<file path="src/rtl/oled_pkg.sv">
package oled_pkg;

    typedef enum logic [2:0] {
        S_RST_LO,
        S_RST_HI,
        S_SEND,
        S_WAIT,
        S_IDLE
    } seq_state_e;

    typedef enum logic [1:0] {
        J_INIT,
        J_BLANK,
        J_UNBLANK,
        J_CONTRAST
    } job_e;

    localparam int INIT_LEN = 25;
    localparam int IDX_W    = $clog2(INIT_LEN);

    localparam logic [1:0] H_ROWS48 = 2'd1;
    localparam logic [1:0] H_ROWS64 = 2'd2;

    localparam logic [7:0] C_DISP_OFF = 8'hAE;
    localparam logic [7:0] C_DISP_ON  = 8'hAF;
    localparam logic [7:0] C_CONTRAST = 8'h81;

endpackage

</file>
<file path="src/rtl/oled_cmd_table.sv">
module oled_cmd_table
    import oled_pkg::*;
(
    input  job_e             job,
    input  logic [IDX_W-1:0] idx,
    input  logic [1:0]       height,
    input  logic [7:0]       contrast,
    output logic [7:0]       cmd_byte,
    output logic             last
);

    logic [7:0] mux_val;
    logic [7:0] pin_val;
    logic [7:0] dflt_contrast;

    always_comb begin
        mux_val       = (height == H_ROWS64) ? 8'h3F :
                        (height == H_ROWS48) ? 8'h2F : 8'h1F;
        pin_val       = (height == H_ROWS64 || height == H_ROWS48) ? 8'h12 : 8'h02;
        dflt_contrast = (height == H_ROWS64) ? 8'hCF : 8'h8F;
    end

    always_comb begin
        cmd_byte = 8'h00;
        last     = 1'b1;
        case (job)
            J_INIT: begin
                last = (int'(idx) == INIT_LEN - 1);
                case (int'(idx))
                    0:       cmd_byte = C_DISP_OFF;
                    1:       cmd_byte = 8'hD5;
                    2:       cmd_byte = 8'h80;
                    3:       cmd_byte = 8'hA8;
                    4:       cmd_byte = mux_val;
                    5:       cmd_byte = 8'hD3;
                    6:       cmd_byte = 8'h00;
                    7:       cmd_byte = 8'h40;
                    8:       cmd_byte = 8'h8D;
                    9:       cmd_byte = 8'h14;
                    10:      cmd_byte = 8'h20;
                    11:      cmd_byte = 8'h01;
                    12:      cmd_byte = 8'hA1;
                    13:      cmd_byte = 8'hC8;
                    14:      cmd_byte = 8'hDA;
                    15:      cmd_byte = pin_val;
                    16:      cmd_byte = 8'hD9;
                    17:      cmd_byte = 8'hF1;
                    18:      cmd_byte = 8'hDB;
                    19:      cmd_byte = 8'h40;
                    20:      cmd_byte = 8'hA4;
                    21:      cmd_byte = 8'hA6;
                    22:      cmd_byte = C_DISP_ON;
                    23:      cmd_byte = C_CONTRAST;
                    24:      cmd_byte = dflt_contrast;
                    default: cmd_byte = 8'h00;
                endcase
            end
            J_BLANK:    cmd_byte = C_DISP_OFF;
            J_UNBLANK:  cmd_byte = C_DISP_ON;
            J_CONTRAST: begin
                last     = (idx != '0);
                cmd_byte = (idx == '0) ? C_CONTRAST : contrast;
            end
            default: cmd_byte = 8'h00;
        endcase
    end

endmodule

</file>
<file path="src/rtl/oled_spi_tx.sv">
module oled_spi_tx #(
    parameter int CLK_DIV = 4
) (
    input  logic       clk,
    input  logic       rst_n,
    input  logic       start,
    input  logic [7:0] tx_byte,
    output logic       done,
    output logic       sck,
    output logic       mosi,
    output logic       cs_n
);

    localparam int DW = $clog2(CLK_DIV) + 1;

    typedef struct packed {
        logic          active;
        logic [7:0]    sh;
        logic [2:0]    bitn;
        logic [DW-1:0] cnt;
        logic          sck;
        logic          done;
    } tx_st_t;

    tx_st_t tx_d, tx_q;

    always_comb begin
        tx_d      = tx_q;
        tx_d.done = 1'b0;
        if (!tx_q.active) begin
            if (start) begin
                tx_d.active = 1'b1;
                tx_d.sh     = tx_byte;
                tx_d.bitn   = 3'd0;
                tx_d.cnt    = '0;
                tx_d.sck    = 1'b0;
            end
        end else if (tx_q.cnt == DW'(CLK_DIV - 1)) begin
            tx_d.cnt = '0;
            if (!tx_q.sck) begin
                tx_d.sck = 1'b1;
            end else begin
                tx_d.sck = 1'b0;
                if (tx_q.bitn == 3'd7) begin
                    tx_d.active = 1'b0;
                    tx_d.done   = 1'b1;
                end else begin
                    tx_d.bitn = tx_q.bitn + 3'd1;
                    tx_d.sh   = {tx_q.sh[6:0], 1'b0};
                end
            end
        end else begin
            tx_d.cnt = tx_q.cnt + DW'(1);
        end
    end

    always_ff @(posedge clk) begin
        if (!rst_n) begin
            tx_q <= '0;
        end else begin
            tx_q <= tx_d;
        end
    end

    assign done = tx_q.done;
    assign sck  = tx_q.sck;
    assign mosi = tx_q.sh[7];
    assign cs_n = !tx_q.active;

endmodule

</file>
<file path="src/rtl/oled_init_seq.sv">
module oled_init_seq
    import oled_pkg::*;
#(
    parameter int CLK_DIV = 4,
    parameter int RST_CYC = 16
) (
    input  logic       clk,
    input  logic       rst_n,
    input  logic [1:0] height_sel,
    input  logic       blank_req,
    input  logic       unblank_req,
    input  logic       contrast_req,
    input  logic [7:0] contrast_val,
    output logic       busy,
    output logic       panel_rst_n,
    output logic       spi_sck,
    output logic       spi_mosi,
    output logic       spi_cs_n,
    output logic       spi_dc
);

    localparam int RW = $clog2(RST_CYC) + 1;

    typedef struct packed {
        seq_state_e       state;
        job_e             job;
        logic [IDX_W-1:0] idx;
        logic [RW-1:0]    cnt;
        logic [7:0]       contrast;
    } seq_st_t;

    seq_st_t sq_d, sq_q;

    logic [7:0] cur_byte;
    logic       cur_last;
    logic       tx_done;
    logic       tx_start;

    oled_cmd_table u_table (
        .job      (sq_q.job),
        .idx      (sq_q.idx),
        .height   (height_sel),
        .contrast (sq_q.contrast),
        .cmd_byte (cur_byte),
        .last     (cur_last)
    );

    assign tx_start = (sq_q.state == S_SEND);

    oled_spi_tx #(.CLK_DIV(CLK_DIV)) u_tx (
        .clk     (clk),
        .rst_n   (rst_n),
        .start   (tx_start),
        .tx_byte (cur_byte),
        .done    (tx_done),
        .sck     (spi_sck),
        .mosi    (spi_mosi),
        .cs_n    (spi_cs_n)
    );

    always_comb begin
        sq_d = sq_q;
        case (sq_q.state)
            S_RST_LO, S_RST_HI: begin
                if (sq_q.cnt == RW'(RST_CYC - 1)) begin
                    sq_d.cnt = '0;
                    if (sq_q.state == S_RST_LO) begin
                        sq_d.state = S_RST_HI;
                    end else begin
                        sq_d.state = S_SEND;
                        sq_d.job   = J_INIT;
                        sq_d.idx   = '0;
                    end
                end else begin
                    sq_d.cnt = sq_q.cnt + RW'(1);
                end
            end
            S_SEND: sq_d.state = S_WAIT;
            S_WAIT: begin
                if (tx_done) begin
                    if (cur_last) begin
                        sq_d.state = S_IDLE;
                    end else begin
                        sq_d.idx   = sq_q.idx + IDX_W'(1);
                        sq_d.state = S_SEND;
                    end
                end
            end
            S_IDLE: begin
                sq_d.idx = '0;
                if (blank_req) begin
                    sq_d.job   = J_BLANK;
                    sq_d.state = S_SEND;
                end else if (unblank_req) begin
                    sq_d.job   = J_UNBLANK;
                    sq_d.state = S_SEND;
                end else if (contrast_req) begin
                    sq_d.job      = J_CONTRAST;
                    sq_d.contrast = contrast_val;
                    sq_d.state    = S_SEND;
                end
            end
            default: sq_d.state = S_IDLE;
        endcase
    end

    always_ff @(posedge clk) begin
        if (!rst_n) begin
            sq_q.state    <= S_RST_LO;
            sq_q.job      <= J_INIT;
            sq_q.idx      <= '0;
            sq_q.cnt      <= '0;
            sq_q.contrast <= '0;
        end else begin
            sq_q <= sq_d;
        end
    end

    assign busy        = (sq_q.state != S_IDLE);
    assign panel_rst_n = (sq_q.state != S_RST_LO);
    assign spi_dc      = !(sq_q.state == S_SEND || sq_q.state == S_WAIT);

endmodule

</file>
<file path="config.mk">
export PLATFORM = sky130hd
export DESIGN_NAME = oled_init_seq
export DESIGN_NICKNAME = d
export VERILOG_FILES = /design/src/rtl/oled_pkg.sv /design/src/rtl/oled_cmd_table.sv /design/src/rtl/oled_spi_tx.sv /design/src/rtl/oled_init_seq.sv
export SDC_FILE = /design/constraint.sdc
export NUM_CORES = 1
export LEC_CHECK = 0
export CORE_MARGIN = 2
export CORE_UTILIZATION = 45
export DETAILED_ROUTE_END_ITERATION = 10
export PLACE_DENSITY = 0.66
export SYNTH_ARGS = -nofsm -noshare
export SYNTH_HDL_FRONTEND = slang
export SYNTH_SLANG_ARGS = --single-unit
</file>
<file path="constraint.sdc">
create_clock -name clk -period 2.4 [get_ports clk]
set_input_delay 0.36 -clock clk [delete_from_list [all_inputs] [get_ports clk]]
set_output_delay 0.36 -clock clk [all_outputs]
set_load 0.1 [all_outputs]
</file>
Word-level counts from Yosys, hierarchy flattened
Cells that the tools add are included.
- bits in registers: 40
- bits in latches: 0
- RAM bits: 0
- memory bits (read-only): 0
- input bits: 15
- output and inout bits: 6
- memories kept: 0
- add/subtract/negate cells: 4
- multipliers: 0
- div/mod/pow operators: 0
- magnitude comparators: 0
- equal/unequal tests: 45
- shift-type cells: 0
- multiplexer cells: 33
- bitwise gates (word level): 2
- reductions and logical operators: 21
- operators with widths (operator ; count):
    $pmux W8 S23 ; 1
    $eq A5 B4 Y1 const B ; 10
    $eq A5 B5 Y1 const B ; 9
    $mux W5 ; 7
    $mux W16 ; 2
    $pmux W8 S4 ; 1
    $mux W12 ; 2
    $mux W8 ; 2
    $reduce_and A4 Y1 ; 4
    $eq A5 B3 Y1 const B ; 3
    $pmux W5 S3 ; 1
    $mux W7 ; 2
    $ne A2 B2 Y1 const B ; 6
    $pmux W3 S4 ; 1
    $mux W11 ; 1
    $add A5 B1 Y5 const B ; 2
    $eq A5 B2 Y1 const B ; 2
    $mux W10 ; 1
    $eq A3 B2 Y1 const B ; 3
    $mux W3 ; 3
    $add A3 B1 Y3 const B ; 2
    $eq A2 B2 Y1 const B ; 3
    $eq A3 B3 Y1 const B ; 2
    $mux W6 ; 1
    23 further kinds ; 34

Depth between registers and ports, before layout
Gate-level depths: netlist of the first run.
- word-level depth: 7
- mapped depth: 8

By module
Synthesis of the first run repeated with hierarchy kept, for this count alone.
- cell total of the unflattened synthesis: 318
- area, all modules: 2656.3 µm²
- modules (own cells, without submodules) (module ; instances ; cells each ; area each (µm²) ; sequential area each (µm²)):
    oled_init_seq ; 1 ; 126 ; 1118.6 ; 460.4
    oled_spi_tx ; 1 ; 82 ; 789.5 ; 340.3
    oled_cmd_table ; 1 ; 110 ; 748.2 ; 0.0

Worst setup path before layout of the first run
OpenSTA, ideal clock, no wires.
- path type: register to register
- start point: register sq_q[13] (netlist name)
- end point: register sq_q[16] (netlist name)
- data arrival time: 2086 ps
- data required time: 2330 ps
- slack: 244 ps
- cell stages (with the launch flop): 8
- cells stage by stage: dfxtp_1 inv_1 ha_1 or4b_4 a221oi_4 o22ai_2 or3_1 a21oi_1
- word-level cells in the longest chain between the ends: 4
- elaborated cells on any way between the ends: 9
- RTL lines (what ; RTL line ; text):
    $add A5 B1 Y5, or another cell as far along ; oled_init_seq.sv:84 ; sq_d.idx = sq_q.idx + IDX_W'(1);
    $mux W5 or $pmux W1 S2 (tied branches) ; oled_init_seq.sv:81, oled_cmd_table.sv:26 ;
    $mux W5 or $ne A2 B2 Y1 (tied branches) ; - ;
    $pmux W5 S3 or $reduce_and A5 Y1 (tied branches) ; - ;
Parallel ways exist; a longest one is shown, timed or not. The select of a mux whose other input is x is not followed.
A chain may end at the register's enable or synchronous reset.

Worst setup path in the final report of the first run
- start point: register sq_q[13] (netlist name)
- end point: register sq_q[16] (netlist name)
- word-level cells in the longest chain between the ends: 4
- elaborated cells on any way between the ends: 9
- RTL lines (what ; RTL line):
    $add A5 B1 Y5, or another cell as far along ; oled_init_seq.sv:84
    $mux W5 or $pmux W1 S2 (tied branches) ; oled_init_seq.sv:81, oled_cmd_table.sv:26
    $mux W5 or $ne A2 B2 Y1 (tied branches) ; -
    $pmux W5 S3 or $reduce_and A5 Y1 (tied branches) ; -
Parallel ways exist; a longest one is shown, timed or not. The select of a mux whose other input is x is not followed.

==> key figures, run 1 <==
STA
  • Fmax: 439.6 MHz
  • Number of failing hold endpoints at the final stage: 0
  • Worst-Margin Slew: 635.0 ps
  • Worst slew margin relative to its limit: 57.51%
  • Pins Over Slew Limit: 0
  • Number of endpoints failing setup at the final stage: 0
  • Worst Skew: 7.784 ps
  • Sum of negative setup slack: 0 ps
  • Crit path time final: 2275 ps
  • Unrepaired setup endpoints after global routing: false
  • Share of the cycle needed by the critical path after routing: 94.79%

Floorplan
  • Area of the core region: 5172 um^2
  • Starting Density: 47.34%
  • Chip height: 77.77 um
  • Total Die Area: 6047 um^2
  • Top Ports: 21
  • Chip Width: 77.77 um
  • FP Rows: 26

Finish
  • Layout cells sized above 1: 10.25%
  • Most common cell after layout, fill and taps aside: sky130_fd_sc_hd__dfxtp_1
  • Commonest cells after routing, fill and taps aside: 40 x sky130_fd_sc_hd__dfxtp_1, 33 x sky130_fd_sc_hd__nor2_1, 22 x sky130_fd_sc_hd__a21oi_1, 20 x sky130_fd_sc_hd__nand2_1
  • Final-stage net count: 353
  • Final Core Density: 55.52%
  • Count of filler cells inserted in the layout: 491
  • Final cell count without fillers: 392
  • Number of antenna diodes: 0
  • Layout Area Growth over Synthesis: 17.27%

Pwr
  • IR drop worst, VDD: 0.3452 mV
  • Ratio of total power to cell area: 444.8 nW/um^2
  • Leakage: 1.160 nW

Clock tree
  • Max Buffers Root-to-Sink: 2
  • CTS sink count: 40
  • Clock root cell: sky130_fd_sc_hd__clkbuf_8
  • Clock tree from TritonCTS: done
  • # H-tree levels: 2
  • Clock latency on the worst-skew pair: 300 ps
  • CTS clock-pin slew for the worst setup and hold paths: 80 ps
  • Number of buffers inserted during clock tree synthesis: 5
  • Quantity of hold-fixing buffers added after cts: 0

Flow run
  • Maximum capacitance violations: 0

Global route
  • Global Route Usage Sum: 20.05%
  • Number of antenna violations at the first check in global routing: 0
  • Largest net degree at the start of global routing: 30
  • Number of global-route vias before repair: 2038
  • Global-route wire length before repair: 9.825 mm
  • Total congestion overflow after global routing: 0

Detailed routing
  • Wirelength, routed: 5.627 mm
  • Total vias in the final route: 2238
  • First-pass iteration count of the detailed router: 4
  • Number of vias per cell after detailed routing: 5.709
  • Remaining number of nets flagged by the antenna check after routing: 0
  • Number of violations reported at the end of detailed-routing iteration 0: 188
  • Per-cell routed wire length: 14.35 um
  • # DRC: 0

Yosys
  • Net count of the mapped netlist: 330
  • EDFF count, synth: 0
  • Async set-reset flop share out of synthesis: 0%
  • FF+latch count, synth: 40
  • Sequential fraction of the synthesis area: 32.70%
  • Netlist cell types: 54
  • Syn Std Cell Area: 2449 um^2
  • Warning count from the yosys run: 0
  • Average size of a mapped cell: 8.217 um^2
  • Count of mapped cells out of synthesis: 298
  • Main synth FF type: sky130_fd_sc_hd__dfxtp_1

Critical path
  • Maximum fanout along the worst path: 7
  • Critical path's largest stage delay: 500 ps
  • Slowest CP cell: sky130_fd_sc_hd__or4b_4
  • Setup CP Type: flip-flop to flip-flop
  • Arrival time reported for the critical path endpoint: 2510 ps
  • Startpoint class of the critical path: flip-flop
  • Cells along the critical path: inv_1 -> ha_1 -> or4b_4 -> a221oi_4 -> o22ai_4 -> or3_1 -> a21oi_1
  • Worst setup EP type: flip-flop
  • Worst endpoint required time: 2630 ps

Run status
  • Outcome: complete, no violations

Worst hold path
  • Min-delay worst type: flip-flop to flip-flop

Placed design
  • Post-placement cell count: 383
  • GPL Wtd Cong: 0.8694
  • DPL Wire Length: 4.134 mm
  • Count of input and output buffers: 20
-- cell type report --
type / count / area, um^2 / area share, %
timing repair buffer: 33 / 282.8 / 9.848
tap: 70 / 87.58 / 3.050
clock inverter: 2 / 35.03 / 1.220
inverter: 16 / 60.06 / 2.092
multi-input combinational: 225 / 1533 / 53.38
clock buffer: 6 / 72.57 / 2.527
sequential: 40 / 800.8 / 27.89
-- where the power goes --
group | internal, mW | switching [mW] | total (mW) | leakage [nW]
logic | 0.0323 | 0.0237 | 0.0561 | 0.782
clock network | 0.309 | 0.240 | 0.549 | 0.0552
registers | 0.667 | 0.00517 | 0.673 | 0.323
-- synthesized netlist by cell type (all sizes together) (8+ instances only) --
cell	number	area [um^2]
nor2	33	123.9
ha	17	212.7
a22oi	11	82.58
o21ai	21	105.1
nand2b	8	50.05
a21oi	22	110.1
mux2i	10	100.1
inv	15	56.30
dfxtp	40	800.8
nand2	20	75.07
clkbuf	16	60.06
nand3	8	40.04
-- worst paths after layout --
| check | start | end | slack (ps) | cells after the start |
|---|---|---|---|---|
| hold reg to reg | sq_q[12]$_SDFFE_PN0N_ | sq_q[12]$_SDFFE_PN0N_ | 440 | 2 |
| hold / removal | sq_q[12]$_SDFFE_PN0N_ | sq_q[12]$_SDFFE_PN0N_ | 440 | 2 |
| setup / recovery | sq_q[13]$_SDFFE_PN0P_ | sq_q[16]$_SDFFE_PN0P_ | 130 | 7 |
| setup reg to reg | sq_q[13]$_SDFFE_PN0P_ | sq_q[16]$_SDFFE_PN0P_ | 130 | 7 |
-- what timing repair did --
action / CTS / global route
endpoints found under the setup margin: 0 / 3
gates resized for setup: 0 / 2
buffers inserted: 0 / 1
hold endpoints to repair: 0 / 0
-- sequential cells by signal, summed over array words and instances (netlist names) --
name,cells
u_tx.tx_q,14
sq_q,23
u_tx.sck,1
u_tx.mosi,1
u_tx.done,1
-- cells by family after synthesis --
family,share of synthesized area [%]
AND/OR/NAND/NOR,21.41
AO/OA/AOI/OAI,24.78
flip-flops,32.70
buffers and inverters,5.058
adder cells (fa/ha/maj),8.687
multiplexers,5.927
XOR/XNOR,1.431
-- metal layers --
metal	vias to the layer above	track usage [%]	wire, um
li1	1133	-	-
met1	1038	28.53	2692
met2	56	30.26	2609
met3	11	3.256	234
met4	0	7.500	91
met5	-	0	0
-- stage by stage --
step / setup WS [ps] / area, um^2 / hold WS, ps / power (mW)
finish: 125.1 / 2872 / 441.2 / 1.277
global route: 24.75 / 2872 / 473.6 / 1.324
CTS: 56.11 / 2855 / 444.2 / 1.291
detailed placement: 64.68 / 2748 / 433.0 / 0.7446
global placement: 162.4 / 2748 / 419.8 / 0.7434
floorplan: 244.0 / 2449 / 410.2 / 0.7100
-- worst max-delay path, delay by kind of cell, from the launching register on --
kind	cells	cell delay, ps
DFF	1	360
buffers and inverters	1	130
AOI/OAI and AO/OA	3	630
and+or+nand+nor	2	880
adders and majority gates	1	220
Power figures use the tool's default switching activity.
==> run 2, diff against run 1 <==
Settings changed: CTS_BUF_LIST set to sky130_fd_sc_hd__clkbuf_16, SETUP_SLACK_MARGIN set to 0.02.
==> run 2 against run 1 <==
Die area unchanged; clock skew down 4.4 ps; via count up 2.5%; sequential power about the same; hold slack about the same; combinational power about the same; power up 15%; worst setup slack worse by 35 ps; sequential share of layout area down 0.70 points; global-route usage up 0.22 points; sequential cell count unchanged; largest cell class unchanged.
==> key figures, run 2 (synthesis gave the netlist of run 1 again) <==
Clock tree
  • CTS clock-pin slew for the worst setup and hold paths: 60 ps (-20 ps)
  • Clock latency on the worst-skew pair: 280 ps (-20 ps)
  • Clock tree from TritonCTS: done
  • Clock root cell: sky130_fd_sc_hd__clkbuf_16
  • Number of buffers inserted during clock tree synthesis: 5 (unchanged)
  • CTS sink count: 40 (unchanged)
  • # H-tree levels: 2 (unchanged)
  • Max Buffers Root-to-Sink: 2 (unchanged)

Worst hold path
  • Min-delay worst type: flip-flop to flip-flop

Detailed routing
  • Remaining number of nets flagged by the antenna check after routing: 0 (unchanged)
  • Per-cell routed wire length: 14.84 um (+3.4%)
  • Number of violations reported at the end of detailed-routing iteration 0: 169 (-10%)
  • Wirelength, routed: 5.848 mm (+3.9%)
  • Total vias in the final route: 2293 (+2.5%)
  • First-pass iteration count of the detailed router: 4 (unchanged)
  • Number of vias per cell after detailed routing: 5.820 (+1.9%)
  • # DRC: 0 (unchanged)

Critical path
  • Worst setup EP type: flip-flop
  • Maximum fanout along the worst path: 5 (-2)
  • Slowest CP cell: sky130_fd_sc_hd__or4b_4
  • Arrival time reported for the critical path endpoint: 2520 ps (about the same)
  • Cells along the critical path: inv_1 -> ha_2 -> or4b_4 -> a221oi_4 -> o22ai_4 -> or3_1 -> a21oi_1
  • Startpoint class of the critical path: flip-flop
  • Critical path's largest stage delay: 490 ps (about the same)
  • Worst endpoint required time: 2610 ps (-20 ps)
  • Setup CP Type: flip-flop to flip-flop

Pwr
  • Share of power burned in the clock network: 50.4% (+7.5 points)
  • IR drop worst, VDD: 0.4106 mV (+19%)
  • Reg power frac: 45.8% (-6.9 points)
  • Leakage: 1.197 nW (+3.2%)
  • Internal power: 1.185 mW (+18%)
  • Sw frac: 19.46% (-1.6 points)
  • Ratio of total power to cell area: 499.7 nW/um^2 (+12%)
  • Final Total Pwr: 1.472 mW (+15%)
  • Sw Pwr: 0.2863 mW (+6.5%)
  • Combinational share of power: 3.8% (-0.6 points)

Finish
  • Layout Area Growth over Synthesis: 20.29%
  • Layout cells sized above 1: 11.11% (+0.86 points)
  • Area occupied by registers: 800.8 um^2 (unchanged)
  • Commonest cells after routing, fill and taps aside: 40 x sky130_fd_sc_hd__dfxtp_1, 33 x sky130_fd_sc_hd__nor2_1, 22 x sky130_fd_sc_hd__a21oi_1, 21 x sky130_fd_sc_hd__buf_4, 20 x sky130_fd_sc_hd__nand2_1
  • Largest registers: sq_q (23), u_tx.tx_q (14)
  • Number of antenna diodes: 0 (unchanged)
  • Count of filler cells inserted in the layout: 481 (-2.0%)
  • Multi-input combinational cell area: 1535 um^2 (+0.16%)
  • Max reg flops: 23 (unchanged)
  • Final Core Density: 56.94% (+1.4 points)
  • Register ranked first by flip-flop count: sq_q
  • Final-stage net count: 355 (+0.57%)
  • Most common cell after layout, fill and taps aside: sky130_fd_sc_hd__dfxtp_1

Global route
  • Global-route wire length before repair: 9.956 mm (+1.3%)
  • Total congestion overflow after global routing: 0 (unchanged)
  • Number of global-route vias before repair: 2071 (+1.6%)
  • Number of antenna violations at the first check in global routing: 0 (unchanged)
  • Largest net degree at the start of global routing: 30 (unchanged)
  • Global Route Usage Sum: 20.27% (+0.22 points)

Run status
  • Outcome: complete, no violations

Placed design
  • DPL Wire Length: 4.134 mm (unchanged)
  • GPL Wtd Cong: 0.8694 (unchanged)
  • Count of input and output buffers: 20 (unchanged)

Floorplan
  • Chip height: 77.77 um (unchanged)
  • Total Die Area: 6047 um^2 (unchanged)
  • Chip Width: 77.77 um (unchanged)
  • Area of the core region: 5172 um^2 (unchanged)
  • Starting Density: 47.34% (unchanged)
  • FP Rows: 26 (unchanged)
  • Top Ports: 21 (unchanged)

STA
  • Number of failing hold endpoints at the final stage: 0 (unchanged)
  • Worst slew margin relative to its limit: 58.59% (+1.1 points)
  • Worst Skew: 3.380 ps (-4.405 ps)
  • Unrepaired setup endpoints after global routing: false
  • Fmax: 432.9 MHz (-1.5%)
  • Pins Over Slew Limit: 0 (unchanged)
  • Number of endpoints failing setup at the final stage: 0 (unchanged)
  • Sum of negative setup slack: 0 ps (unchanged)
  • Share of the cycle needed by the critical path after routing: 96.25% (+1.5 points)
  • Crit path time final: 2310 ps (+35.15 ps)
  • Worst-Margin Slew: 618.8 ps (-16.12 ps)

Flow run
  • Maximum capacitance violations: 0 (unchanged)
-- run 2: critical path: cells and delay by family, from the launching register on --
kind                       cells  cell delay (ps)
and+or+nand+nor                2              870
DFF                            1              350
buffers and inverters          1              130
AOI/OAI and AO/OA              3              670
adders and majority gates      1              220
-- run 2: repair_timing --
item / 4_1_cts / 5_1_grt
hold buffers: 0 / 0
endpoints found under the setup margin: 0 / 3
setup buffers: 0 / 3
resized for setup: 0 / 3
-- run 2: power by group through the flow --
| stage | sequential, mW | clock [mW] | combinational [mW] |
|---|---|---|---|
| final | 0.674 | 0.742 | 0.0560 |
| after global routing | 0.674 | 0.784 | 0.0624 |
| after CTS | 0.674 | 0.753 | 0.0563 |
| after detailed placement | 0.688 | 0 | 0.0563 |
| after global placement | 0.688 | 0 | 0.0554 |
| after floorplan | 0.687 | 0 | 0.0231 |
-- run 2: metrics by stage --
stage	cell area [um^2]	instances	hold WS, ps	worst slack [ps]
after floorplan	2449	298	410.2	244.0
after global placement	2748	383	419.8	162.4
after detailed placement	2748	383	433.0	64.68
after CTS	2912	391	441.0	36.69
after global routing	2945	394	469.7	24.40
final	2945	394	440.9	89.95
-- run 2: routing by layer --
| metal | part of all wire [%] | GRT usage, % |
|---|---|---|
| met4 | 1.6 | 6.964 |
| met3 | 4.2 | 3.256 |
| met2 | 47 | 31.03 |
| met5 | 0 | 0 |
| met1 | 47 | 28.75 |
-- run 2: final timing paths --
path              depth (start not counted)  slack [ps]                   from                    end
setup / recovery                          7          90  sq_q[13]$_SDFFE_PN0P_  sq_q[16]$_SDFFE_PN0P_
setup reg to reg                          7          90  sq_q[13]$_SDFFE_PN0P_  sq_q[16]$_SDFFE_PN0P_
hold reg to reg                           2         440  sq_q[12]$_SDFFE_PN0N_  sq_q[12]$_SDFFE_PN0N_
hold / removal                            2         440  sq_q[12]$_SDFFE_PN0N_  sq_q[12]$_SDFFE_PN0N_
-- run 2: final cells by class --
type	instances	area share [%]
multi-input combinational	225	52.12
sequential	40	27.19
timing repair buffer	35	10.11
clock buffer	5	4.248
tap	70	2.974
inverter	16	2.039
clock inverter	3	1.317
